--- src/rtl/pwr_seqr_pkg.sv ---
package pwr_seqr_pkg;

    localparam int NUM_OUT = 6;
    localparam int STEP_W  = 3;

    localparam logic [7:0] OI_S3_3V3 = 8'd0;
    localparam logic [7:0] OI_S3_1V8 = 8'd1;
    localparam logic [7:0] OI_S0_3V3 = 8'd2;
    localparam logic [7:0] OI_S0_1V8 = 8'd3;
    localparam logic [7:0] OI_CPURST = 8'd4;
    localparam logic [7:0] OI_WDOG   = 8'd5;

    typedef struct packed {
        logic [7:0] idx;
        logic       lvl;
        logic [7:0] dly;
    } seq_step_t;

    function automatic seq_step_t mk(logic [7:0] i, logic l, logic [7:0] d);
        seq_step_t s;
        s.idx = i;
        s.lvl = l;
        s.dly = d;
        return s;
    endfunction

    function automatic logic [STEP_W-1:0] list_len(logic [1:0] sel);
        case (sel)
            2'd0:    return 3'd3;
            2'd1:    return 3'd2;
            2'd2:    return 3'd2;
            default: return 3'd5;
        endcase
    endfunction

    function automatic seq_step_t step_of(logic [1:0] sel, logic [STEP_W-1:0] st);
        case ({sel, st})
            {2'd0, 3'd0}: return mk(OI_S3_3V3, 1'b1, 8'd2);
            {2'd0, 3'd1}: return mk(OI_S3_1V8, 1'b1, 8'd2);
            {2'd0, 3'd2}: return mk(OI_CPURST, 1'b1, 8'd2);
            {2'd1, 3'd0}: return mk(OI_S0_3V3, 1'b1, 8'd0);
            {2'd1, 3'd1}: return mk(OI_S0_1V8, 1'b1, 8'd0);
            {2'd2, 3'd0}: return mk(OI_S0_3V3, 1'b0, 8'd0);
            {2'd2, 3'd1}: return mk(OI_S0_1V8, 1'b0, 8'd0);
            {2'd3, 3'd0}: return mk(OI_CPURST, 1'b0, 8'd0);
            {2'd3, 3'd1}: return mk(OI_S3_1V8, 1'b0, 8'd2);
            {2'd3, 3'd2}: return mk(OI_S3_3V3, 1'b0, 8'd2);
            {2'd3, 3'd3}: return mk(OI_WDOG,   1'b0, 8'd3);
            {2'd3, 3'd4}: return mk(OI_WDOG,   1'b1, 8'd0);
            default:      return mk(8'hFF, 1'b0, 8'd0);
        endcase
    endfunction

endpackage

--- src/rtl/pwr_seqr_table.sv ---
module pwr_seqr_table
    import pwr_seqr_pkg::*;
(
    input  logic [1:0]        sel_i,
    input  logic [STEP_W-1:0] step_i,
    output seq_step_t         step_o,
    output logic              last_o
);
    always_comb begin
        step_o = step_of(sel_i, step_i);
        last_o = (step_i == (list_len(sel_i) - 3'd1));
    end
endmodule

--- src/rtl/pwr_seqr_timer.sv ---
module pwr_seqr_timer #(
    parameter int CLK_PER_MS = 100000
) (
    input  logic       clk,
    input  logic       rst_n,
    input  logic       load_i,
    input  logic [7:0] ms_i,
    output logic       expire_o
);
    localparam int TW = (CLK_PER_MS > 1) ? $clog2(CLK_PER_MS) : 1;
    localparam logic [TW-1:0] TICK_LAST = TW'(CLK_PER_MS - 1);

    logic [TW-1:0] tick_q;
    logic [7:0]    ms_left_q;

    always_ff @(posedge clk or negedge rst_n) begin
        if (!rst_n) begin
            tick_q    <= '0;
            ms_left_q <= '0;
        end else if (load_i) begin
            tick_q    <= '0;
            ms_left_q <= ms_i;
        end else if (ms_left_q != 8'd0) begin
            if (tick_q == TICK_LAST) begin
                tick_q    <= '0;
                ms_left_q <= ms_left_q - 8'd1;
            end else begin
                tick_q <= tick_q + 1'b1;
            end
        end
    end

    assign expire_o = (ms_left_q == 8'd1) && (tick_q == TICK_LAST);

    // an expiry is a single event; the count is empty after it
    p_expire_single_r3: assert property (@(posedge clk) disable iff (!rst_n)
        expire_o && !load_i |=> !expire_o);

    // a load with a non-zero hold cannot expire in the next cycle unless the hold is one tick
    p_load_starts_r3: assert property (@(posedge clk) disable iff (!rst_n)
        load_i && (ms_i > 8'd1) |=> !expire_o);
endmodule

--- src/rtl/pwr_seqr_outs.sv ---
module pwr_seqr_outs #(
    parameter int                 NUM_OUT = 6,
    parameter logic [NUM_OUT-1:0] RST_VAL = '0
) (
    input  logic               clk,
    input  logic               rst_n,
    input  logic               we_i,
    input  logic [7:0]         idx_i,
    input  logic               lvl_i,
    output logic [NUM_OUT-1:0] q_o
);
    logic [NUM_OUT-1:0] hit;

    for (genvar g = 0; g < NUM_OUT; g++) begin : g_bit
        assign hit[g] = we_i && (idx_i == 8'(g));

        always_ff @(posedge clk or negedge rst_n) begin
            if (!rst_n)
                q_o[g] <= RST_VAL[g];
            else if (hit[g])
                q_o[g] <= lvl_i;
        end
    end

    // at most one output is addressed by a write
    p_one_target_r10: assert property (@(posedge clk) disable iff (!rst_n)
        $onehot0(hit));

    // without a write every output holds its level
    p_hold_r10: assert property (@(posedge clk) disable iff (!rst_n)
        !we_i |=> $stable(q_o));
endmodule

--- src/rtl/pwr_seqr.sv ---
module pwr_seqr
    import pwr_seqr_pkg::*;
#(
    parameter int CLK_PER_MS = 100000
) (
    input  logic       clk,
    input  logic       rst_n,
    input  logic       start_i,
    input  logic [1:0] seq_sel_i,
    output logic       busy_o,
    output logic       done_o,
    output logic       s3_3v3_en_o,
    output logic       s3_1v8_en_o,
    output logic       s0_3v3_en_o,
    output logic       s0_1v8_en_o,
    output logic       cpu_rst_n_o,
    output logic       pmic_wdog_n_o
);
    localparam logic [NUM_OUT-1:0] OUT_RST = 6'b100000;

    typedef enum logic [1:0] {
        ST_IDLE,
        ST_APPLY,
        ST_WAIT,
        ST_FINISH
    } st_e;

    st_e               state_q, state_d;
    logic [STEP_W-1:0] step_q, step_d;
    logic [1:0]        sel_q, sel_d;

    seq_step_t         cur;
    logic              cur_last;
    logic              tmr_expire;
    logic              wr_en;
    logic              tmr_load;
    logic [NUM_OUT-1:0] outs;

    pwr_seqr_table u_table (
        .sel_i  (sel_q),
        .step_i (step_q),
        .step_o (cur),
        .last_o (cur_last)
    );

    pwr_seqr_timer #(.CLK_PER_MS(CLK_PER_MS)) u_timer (
        .clk      (clk),
        .rst_n    (rst_n),
        .load_i   (tmr_load),
        .ms_i     (cur.dly),
        .expire_o (tmr_expire)
    );

    pwr_seqr_outs #(.NUM_OUT(NUM_OUT), .RST_VAL(OUT_RST)) u_outs (
        .clk   (clk),
        .rst_n (rst_n),
        .we_i  (wr_en),
        .idx_i (cur.idx),
        .lvl_i (cur.lvl),
        .q_o   (outs)
    );

    // state register
    always_ff @(posedge clk or negedge rst_n) begin
        if (!rst_n) begin
            state_q <= ST_IDLE;
            step_q  <= '0;
            sel_q   <= '0;
        end else begin
            state_q <= state_d;
            step_q  <= step_d;
            sel_q   <= sel_d;
        end
    end

    // next state
    always_comb begin
        state_d = state_q;
        step_d  = step_q;
        sel_d   = sel_q;
        unique case (state_q)
            ST_IDLE: begin
                if (start_i) begin
                    state_d = ST_APPLY;
                    step_d  = '0;
                    sel_d   = seq_sel_i;
                end
            end
            ST_APPLY: begin
                if (cur.dly != 8'd0) begin
                    state_d = ST_WAIT;
                end else if (cur_last) begin
                    state_d = ST_FINISH;
                end else begin
                    step_d = step_q + 3'd1;
                end
            end
            ST_WAIT: begin
                if (tmr_expire) begin
                    if (cur_last) begin
                        state_d = ST_FINISH;
                    end else begin
                        state_d = ST_APPLY;
                        step_d  = step_q + 3'd1;
                    end
                end
            end
            ST_FINISH: begin
                state_d = ST_IDLE;
            end
        endcase
    end

    // outputs
    always_comb begin
        wr_en    = 1'b0;
        tmr_load = 1'b0;
        busy_o   = 1'b1;
        done_o   = 1'b0;
        unique case (state_q)
            ST_IDLE:   busy_o = 1'b0;
            ST_APPLY: begin
                wr_en    = 1'b1;
                tmr_load = (cur.dly != 8'd0);
            end
            ST_WAIT:   ;
            ST_FINISH: done_o = 1'b1;
        endcase
    end

    assign s3_3v3_en_o   = outs[0];
    assign s3_1v8_en_o   = outs[1];
    assign s0_3v3_en_o   = outs[2];
    assign s0_1v8_en_o   = outs[3];
    assign cpu_rst_n_o   = outs[4];
    assign pmic_wdog_n_o = outs[5];

    // done lasts one cycle
    p_done_pulse_r8: assert property (@(posedge clk) disable iff (!rst_n)
        done_o |=> !done_o);

    // busy only falls right after done
    p_busy_end_r2: assert property (@(posedge clk) disable iff (!rst_n)
        $fell(busy_o) |-> $past(done_o));

    // a start while idle begins at the first step
    p_launch_r2: assert property (@(posedge clk) disable iff (!rst_n)
        (state_q == ST_IDLE) && start_i |=> (state_q == ST_APPLY) && (step_q == '0) && busy_o);

    // the selected list cannot change during a run
    p_sel_locked_r9: assert property (@(posedge clk) disable iff (!rst_n)
        busy_o && !done_o |=> $stable(sel_q) && busy_o);

    // waiting continues until the timer expires
    p_wait_hold_r3: assert property (@(posedge clk) disable iff (!rst_n)
        (state_q == ST_WAIT) && !tmr_expire |=> (state_q == ST_WAIT) && $stable(step_q));
endmodule

--- config.mk ---
export PLATFORM = sky130hd
export DESIGN_NAME = pwr_seqr
export DESIGN_NICKNAME = d
export VERILOG_FILES = /design/src/rtl/pwr_seqr_pkg.sv /design/src/rtl/pwr_seqr_table.sv /design/src/rtl/pwr_seqr_timer.sv /design/src/rtl/pwr_seqr_outs.sv /design/src/rtl/pwr_seqr.sv
export SDC_FILE = /design/constraint.sdc
export NUM_CORES = 1
export LEC_CHECK = 0
export ABC_AREA = 1
export BUFFER_PORTS_ARGS = -buffer_cell sky130_fd_sc_hd__buf_4
export CORE_MARGIN = 2
export CORE_UTILIZATION = 60
export DETAILED_ROUTE_END_ITERATION = 12
export PLACE_DENSITY = 0.78
export SLEW_MARGIN = 20
export SYNTH_ARGS = -nofsm -noshare
export SYNTH_HDL_FRONTEND = slang
export SYNTH_SLANG_ARGS = --single-unit
--- constraint.sdc ---
create_clock -name clk -period 2.5 [get_ports clk]
set_clock_uncertainty 0.15 [all_clocks]
set_input_delay 0.5 -clock clk [delete_from_list [all_inputs] [get_ports clk]]
set_output_delay 0.5 -clock clk [all_outputs]
set_load 0.02 [all_outputs]
# After elaboration in Yosys (flattened, before gate mapping)
# Memories as Yosys holds them, arrays and structs flattened.
# Index checks and enable logic that the tools add are counted.
# totals
inputBits,5
elab_cells,75
n_memories,1
output_inout_bits,8
mem_bits_ro,352
reg_bits,38
# op_classes
muxes,22
n_reduce_logical,20
eq_ne,17
add_sub_neg,4
# mem_list
memory,words,word_bits,rd,rd_clocked_by_memory_dff,write_ports,line,rtl
(no name shown),32,11,1,0,0,pwr_seqr_pkg.sv:37,"case ({sel, st})"
# ops
operator,n
$mux W17,3
$mux W8,3
$add A17 B1 Y17 const B,1
$eq A17 B17 Y1 const B,1
$eq A8 B1 Y1 const B,2
$eq A8 B2 Y1 const B,2
$eq A8 B3 Y1 const B,2
$reduce_bool A8 Y1,2
$mux W3,4
$mux W2,5
$pmux W3 S3,1
$logic_not A8 Y1,1
$pmux W2 S4,1
$sub A8 B1 Y8 const B,1
$logic_and A1 B1 Y1,7
$eq A2 B2 Y1 const B,3
$ne A2 B2 Y1 const B,3
$pmux W3 S2,1
$eq A2 B1 Y1 const B,2
$logic_not A2 Y1,2
$mux W1,4
$reduce_and A2 Y1,2
$reduce_and A4 Y1,1
$reduce_bool A2 Y1,2
other kinds (7),7

# Logic depth before layout (Yosys ltp)
# logic_depth
word_depth,8
depth_mapped,11
mapped_depth_nobuf,11

# Modules after synthesis
# A second synthesis with hierarchy kept.
# unflattened
hier_cells,441
area_unflattened_um2,3051.7
# by_module_without_submodules
module,instances,area_each_um2,seq_area_each_um2,cells_each
pwr_seqr_timer,1,1771.7,625.6,250
pwr_seqr,1,494.2,175.2,63
pwr_seqr_outs,1,427.9,151.4,63
pwr_seqr_table,1,357.8,0.0,65

# Least setup slack after synthesis
# OpenSTA, ideal clock, no wires.
# synth_timing
kind,reg-to-reg
from,reg state_q[1]
to,reg u_timer.ms_left_q[5]
path_buffers,1
setup_time_ns,0.123
stages_incl_launch_ff,11
arrival_time_ns,1.561
path_slack_ns,0.665
period_less_slack_ns,1.835
t_required_ns,2.227
path_cell_list,dfrtp_1 inv_1 ha_1 inv_1 nor2_2 inv_2 nand3_4 nand2_4 buf_6 nand2_1 o21ai_2
# synth_between
elab_chain_len,4
word_cells_on_any_way,6
cone_classes,eq/ne (1); mux (2); reduce/logical (3)
# synth_lines
element,line,rtl
from (decl),pwr_seqr.sv:28,"st_e state_q, state_d;"
from (signal assigned),pwr_seqr.sv:70,state_q <= state_d;
$eq A2 B1 Y1 (*),pwr_seqr.sv:120,unique case (state_q)
$mux W1 (*),pwr_seqr.sv:120,
$reduce_bool A2 Y1 (no source line),-,
$reduce_and A2 Y1 (no source line),-,
to (signal assigned),pwr_seqr_timer.sv:22,ms_left_q <= ms_i;
to (signal assigned),pwr_seqr_timer.sv:26,ms_left_q <= ms_left_q - 8'd1;
to (decl),pwr_seqr_timer.sv:14,logic [7:0] ms_left_q;
# Every way passes the cells marked *; elsewhere a longest branch is shown, timed or not.
# A chain may end at the register's enable or synchronous reset.

# Worst setup path in the final report
# layout_timing
from,reg state_q[1]
to,reg u_timer.ms_left_q[6]
# The elaborated chain is that of the path after synthesis.

==> metrics.log <==
[metrics] result of the run: complete, no violations
[metrics] Synth warnings: 0
[metrics] 1st-pass router iterations: 4
[metrics] main flop type after synthesis: dfrtp_1
[metrics] number of global-route vias before repair: 2322
[metrics] DR vias/cell: 5.39
[metrics] multiplexer fraction of the synthesized cell area: 0%
[metrics] Net Count, Synth: 418
[metrics] CTS sink cnt: 38
[metrics] effective utilization at floorplan: 62.8%
[metrics] number of buffers between clock root and the deepest sink: 2
[metrics] antenna diode instance count: 0
[metrics] storage element area: 952 um2
[metrics] maximum clock frequency: 463 MHz
[metrics] number of buffers inserted during clock tree synthesis: 5
[metrics] x dimension of the die: 71.8 um
[metrics] clk_lat worst skew: 0.29 ns
[metrics] number of endpoints with negative hold slack in the final report: 0
[metrics] adder and majority gate portion of the synthesized area: 7.27%
[metrics] type of destination of the critical path: register
[metrics] Multi-input gate area: 1610 um2
[metrics] number of placed I/O pins: 13
[metrics] Clock Tree Root: clkbuf_8
[metrics] Synth async-reset ratio: 100%
[metrics] endpoint required time on the critical path: 2.53 ns
[metrics] count of H-tree levels built during CTS: 2
[metrics] layout overhead on the synthesized area: 7.63%
[metrics] synthesized-area fraction occupied by ao, oa, aoi and oai cells: 6.36%
[metrics] DRT Wirelength: 5790 um
[metrics] Placer Congestion: 0.968
[metrics] setup slack after placement: 0.355 ns
[metrics] Antenna Violating Nets Remaining: 0
[metrics] final net count: 434
[metrics] type of the worst setup path: reg -> reg
[metrics] worst hold path class: in -> async
[metrics] post-synthesis share of cell area spent on xor and xnor gates: 2.86%
[metrics] Final period util: 86.4%
[metrics] overflow left after global routing: 0
[metrics] Util after Layout: 67.6%
[metrics] global-route wire length before repair: 10200 um
[metrics] number of distinct standard cells referenced by the synthesized netlist: 31
[metrics] overall routing resource usage: 24.8%
[metrics] clock tree from TritonCTS: built
[metrics] critical path launch point type: register
[metrics] arrival time at the worst endpoint: 2.19 ns
[metrics] transition time at the pin with the least slew margin: 0.516 ns
[metrics] total vias in the final route: 2512
[metrics] pwr dens: 1190 nW/um2
[metrics] largest family of logic cells by synthesized area: simple AND/OR/NAND/NOR gates
[metrics] initial antenna violation count: 0
[metrics] area share of and/or/nand/nor cells after synthesis: 42.1%
[metrics] worst hold slack after final layout: 0.0126 ns
[metrics] setup repair after global routing missed its margin: no
[metrics] leak pwr: 0.00152 uW
[metrics] commonest non-fill, non-tap cell in the layout: nand2_1
[metrics] fillers: 408
[metrics] number of maximum-capacitance violations: 0
[metrics] VDD IR-drop max: 0.701 mV
[metrics] maximum number of pins on one net before global-route repair: 39
[metrics] Slew HR: 65.4%
[metrics] sequential element share of the synthesized area: 34.6%
[metrics] Post-Syn Area: 2760 um2
[metrics] number of enable flip-flop cells after synthesis: 0
[metrics] die span in y: 71.8 um
[metrics] Post-CTS Setup Inserts: 0
[metrics] Setup Total Neg Slack: 0 ns
[metrics] number of cells produced by synthesis: 397
[metrics] number of non-filler instances in the completed layout: 466
[metrics] fin worst setup slack: 0.340 ns
[metrics] Std-Cell Core Area: 4380 um2
[metrics] pins over their slew limit: 0
[metrics] total of flip-flops plus latches after synthesis: 38
[metrics] Resized Gates After CTS: 0
[metrics] placement row count: 24
[metrics] hold bufs inserted after CTS: 0
[metrics] clock-pin slew on the worst setup and hold paths: 0.08 ns
[metrics] First DRT Iteration DRCs: 150
[metrics] final setup violation count: 0
[metrics] shortest period the worst path allows: 2.16 ns
[metrics] most frequent cells in the layout: 139 x nand2_1, 48 x nor2_1, 39 x nand3_1, 37 x dfrtp_1, 33 x inv_1
[metrics] Die Outline Area: 5150 um2
[metrics] number of buffer cells added on primary ports: 12
[metrics] post-detailed-route wirelength per cell: 12.4 um
[metrics] Mean Syn Cell Area: 6.94 um2
[metrics] placed wire-length estimate: 4290 um
[metrics] cell count after placement: 458
[metrics] fraction of layout instances using a drive strength above 1: 13.0%
[metrics] Max Fanout on Critical Path: 20
[metrics] DRC viols: 0
-- synth_stat cells (2+ instances only) --
cell / instances / area [um2]
nand2_1: 139 / 522
nor2_1: 48 / 180
nand3_1: 39 / 195
dfrtp_1: 37 / 926
inv_1: 33 / 124
ha_1: 16 / 200
nand4_1: 13 / 81.3
o21ai_0: 10 / 50.1
a21oi_1: 8 / 40.0
nand2_2: 8 / 50.1
nor2_2: 7 / 43.8
o21ai_2: 7 / 61.3
inv_2: 5 / 18.8
xnor2_1: 5 / 43.8
xor2_1: 4 / 35.0
buf_6: 2 / 22.5
nor3_1: 2 / 10.0
-- sequential cells by signal, summed over array words and instances (netlist names) --
register and count:
state_q 2, u_outs.q_o 6, u_timer.ms_left_q 8, step_q 3
u_timer.tick_q 17, sel_q 2
-- area by class of cell --
type	count	area share, %
Timing Repair Buffer	13	3.29
Clock buffer	6	2.78
Tap cell	52	2.19
Inverter	38	4.81
Multi-Input combinational cell	317	54.4
Clock inverter	2	0.422
Sequential cell	38	32.1
-- path summary, 6_finish.rpt --
| kind | start | to | slack, ns | depth (start not counted) |
|---|---|---|---|---|
| worst max-delay path | state_q[1] | u_timer.ms_left_q[6] | 0.34 | 9 |
| worst min-delay path | rst_n | u_timer.ms_left_q[6] | 0.01 | 1 |
| worst max register to register | state_q[1] | u_timer.ms_left_q[6] | 0.34 | 9 |
| worst min register to register | u_outs.q_o[5] | u_outs.q_o[5] | 0.33 | 2 |
| max in group asynchronous | rst_n | u_outs.q_o[5] | 1.82 | 1 |
| min in group clk | seq_sel_i[1] | sel_q[1] | 0.31 | 3 |
-- report_power, final --
| part | switching, uW | internal (uW) | total [uW] | leakage, uW |
|---|---|---|---|---|
| Clock | 224 | 222 | 446 | 0.0000472 |
| Sequential | 223 | 819 | 1040 | 0.000494 |
| Combinational | 1340 | 700 | 2040 | 0.000982 |
| Total | 1790 | 1740 | 3530 | 0.00152 |
-- per-stage QoR --
| step | cell area, um2 | total power [uW] |
|---|---|---|
| after floorplan | 2760 | 2650 |
| after global placement | 2870 | 3040 |
| after detailed placement | 2870 | 3090 |
| after CTS | 2970 | 3550 |
| after global routing | 2970 | 3900 |
| final | 2970 | 3530 |
-- kinds of logic (layout without fill, tap and decap cells) --
family | after synthesis | count (layout)
and+or+nand+nor | 264 | 264
xor gates and xnor gates | 9 | 9
DFF | 38 | 38
adders and majority gates | 16 | 16
AOI/OAI and AO/OA | 28 | 28
buffers and inverters | 42 | 59
-- critical path, cell delays in order (launching register included) --
cell,delay (ns)
dfrtp_1,0.44
inv_1,0.15
ha_1,0.27
inv_1,0.10
nor2_2,0.21
inv_2,0.09
nand3_4,0.22
nand2_4,0.22
nand2_1,0.13
o21ai_2,0.05
-- layer usage --
layer,vias up,global-route usage [%],share of wire (%)
li1,1302,-,-
met1,1146,31.6,46
met2,58,44.4,50
met3,6,4.22,3.6
met4,0,4.82,0.76
met5,-,0,0
(Power assumes the default switching activity.)
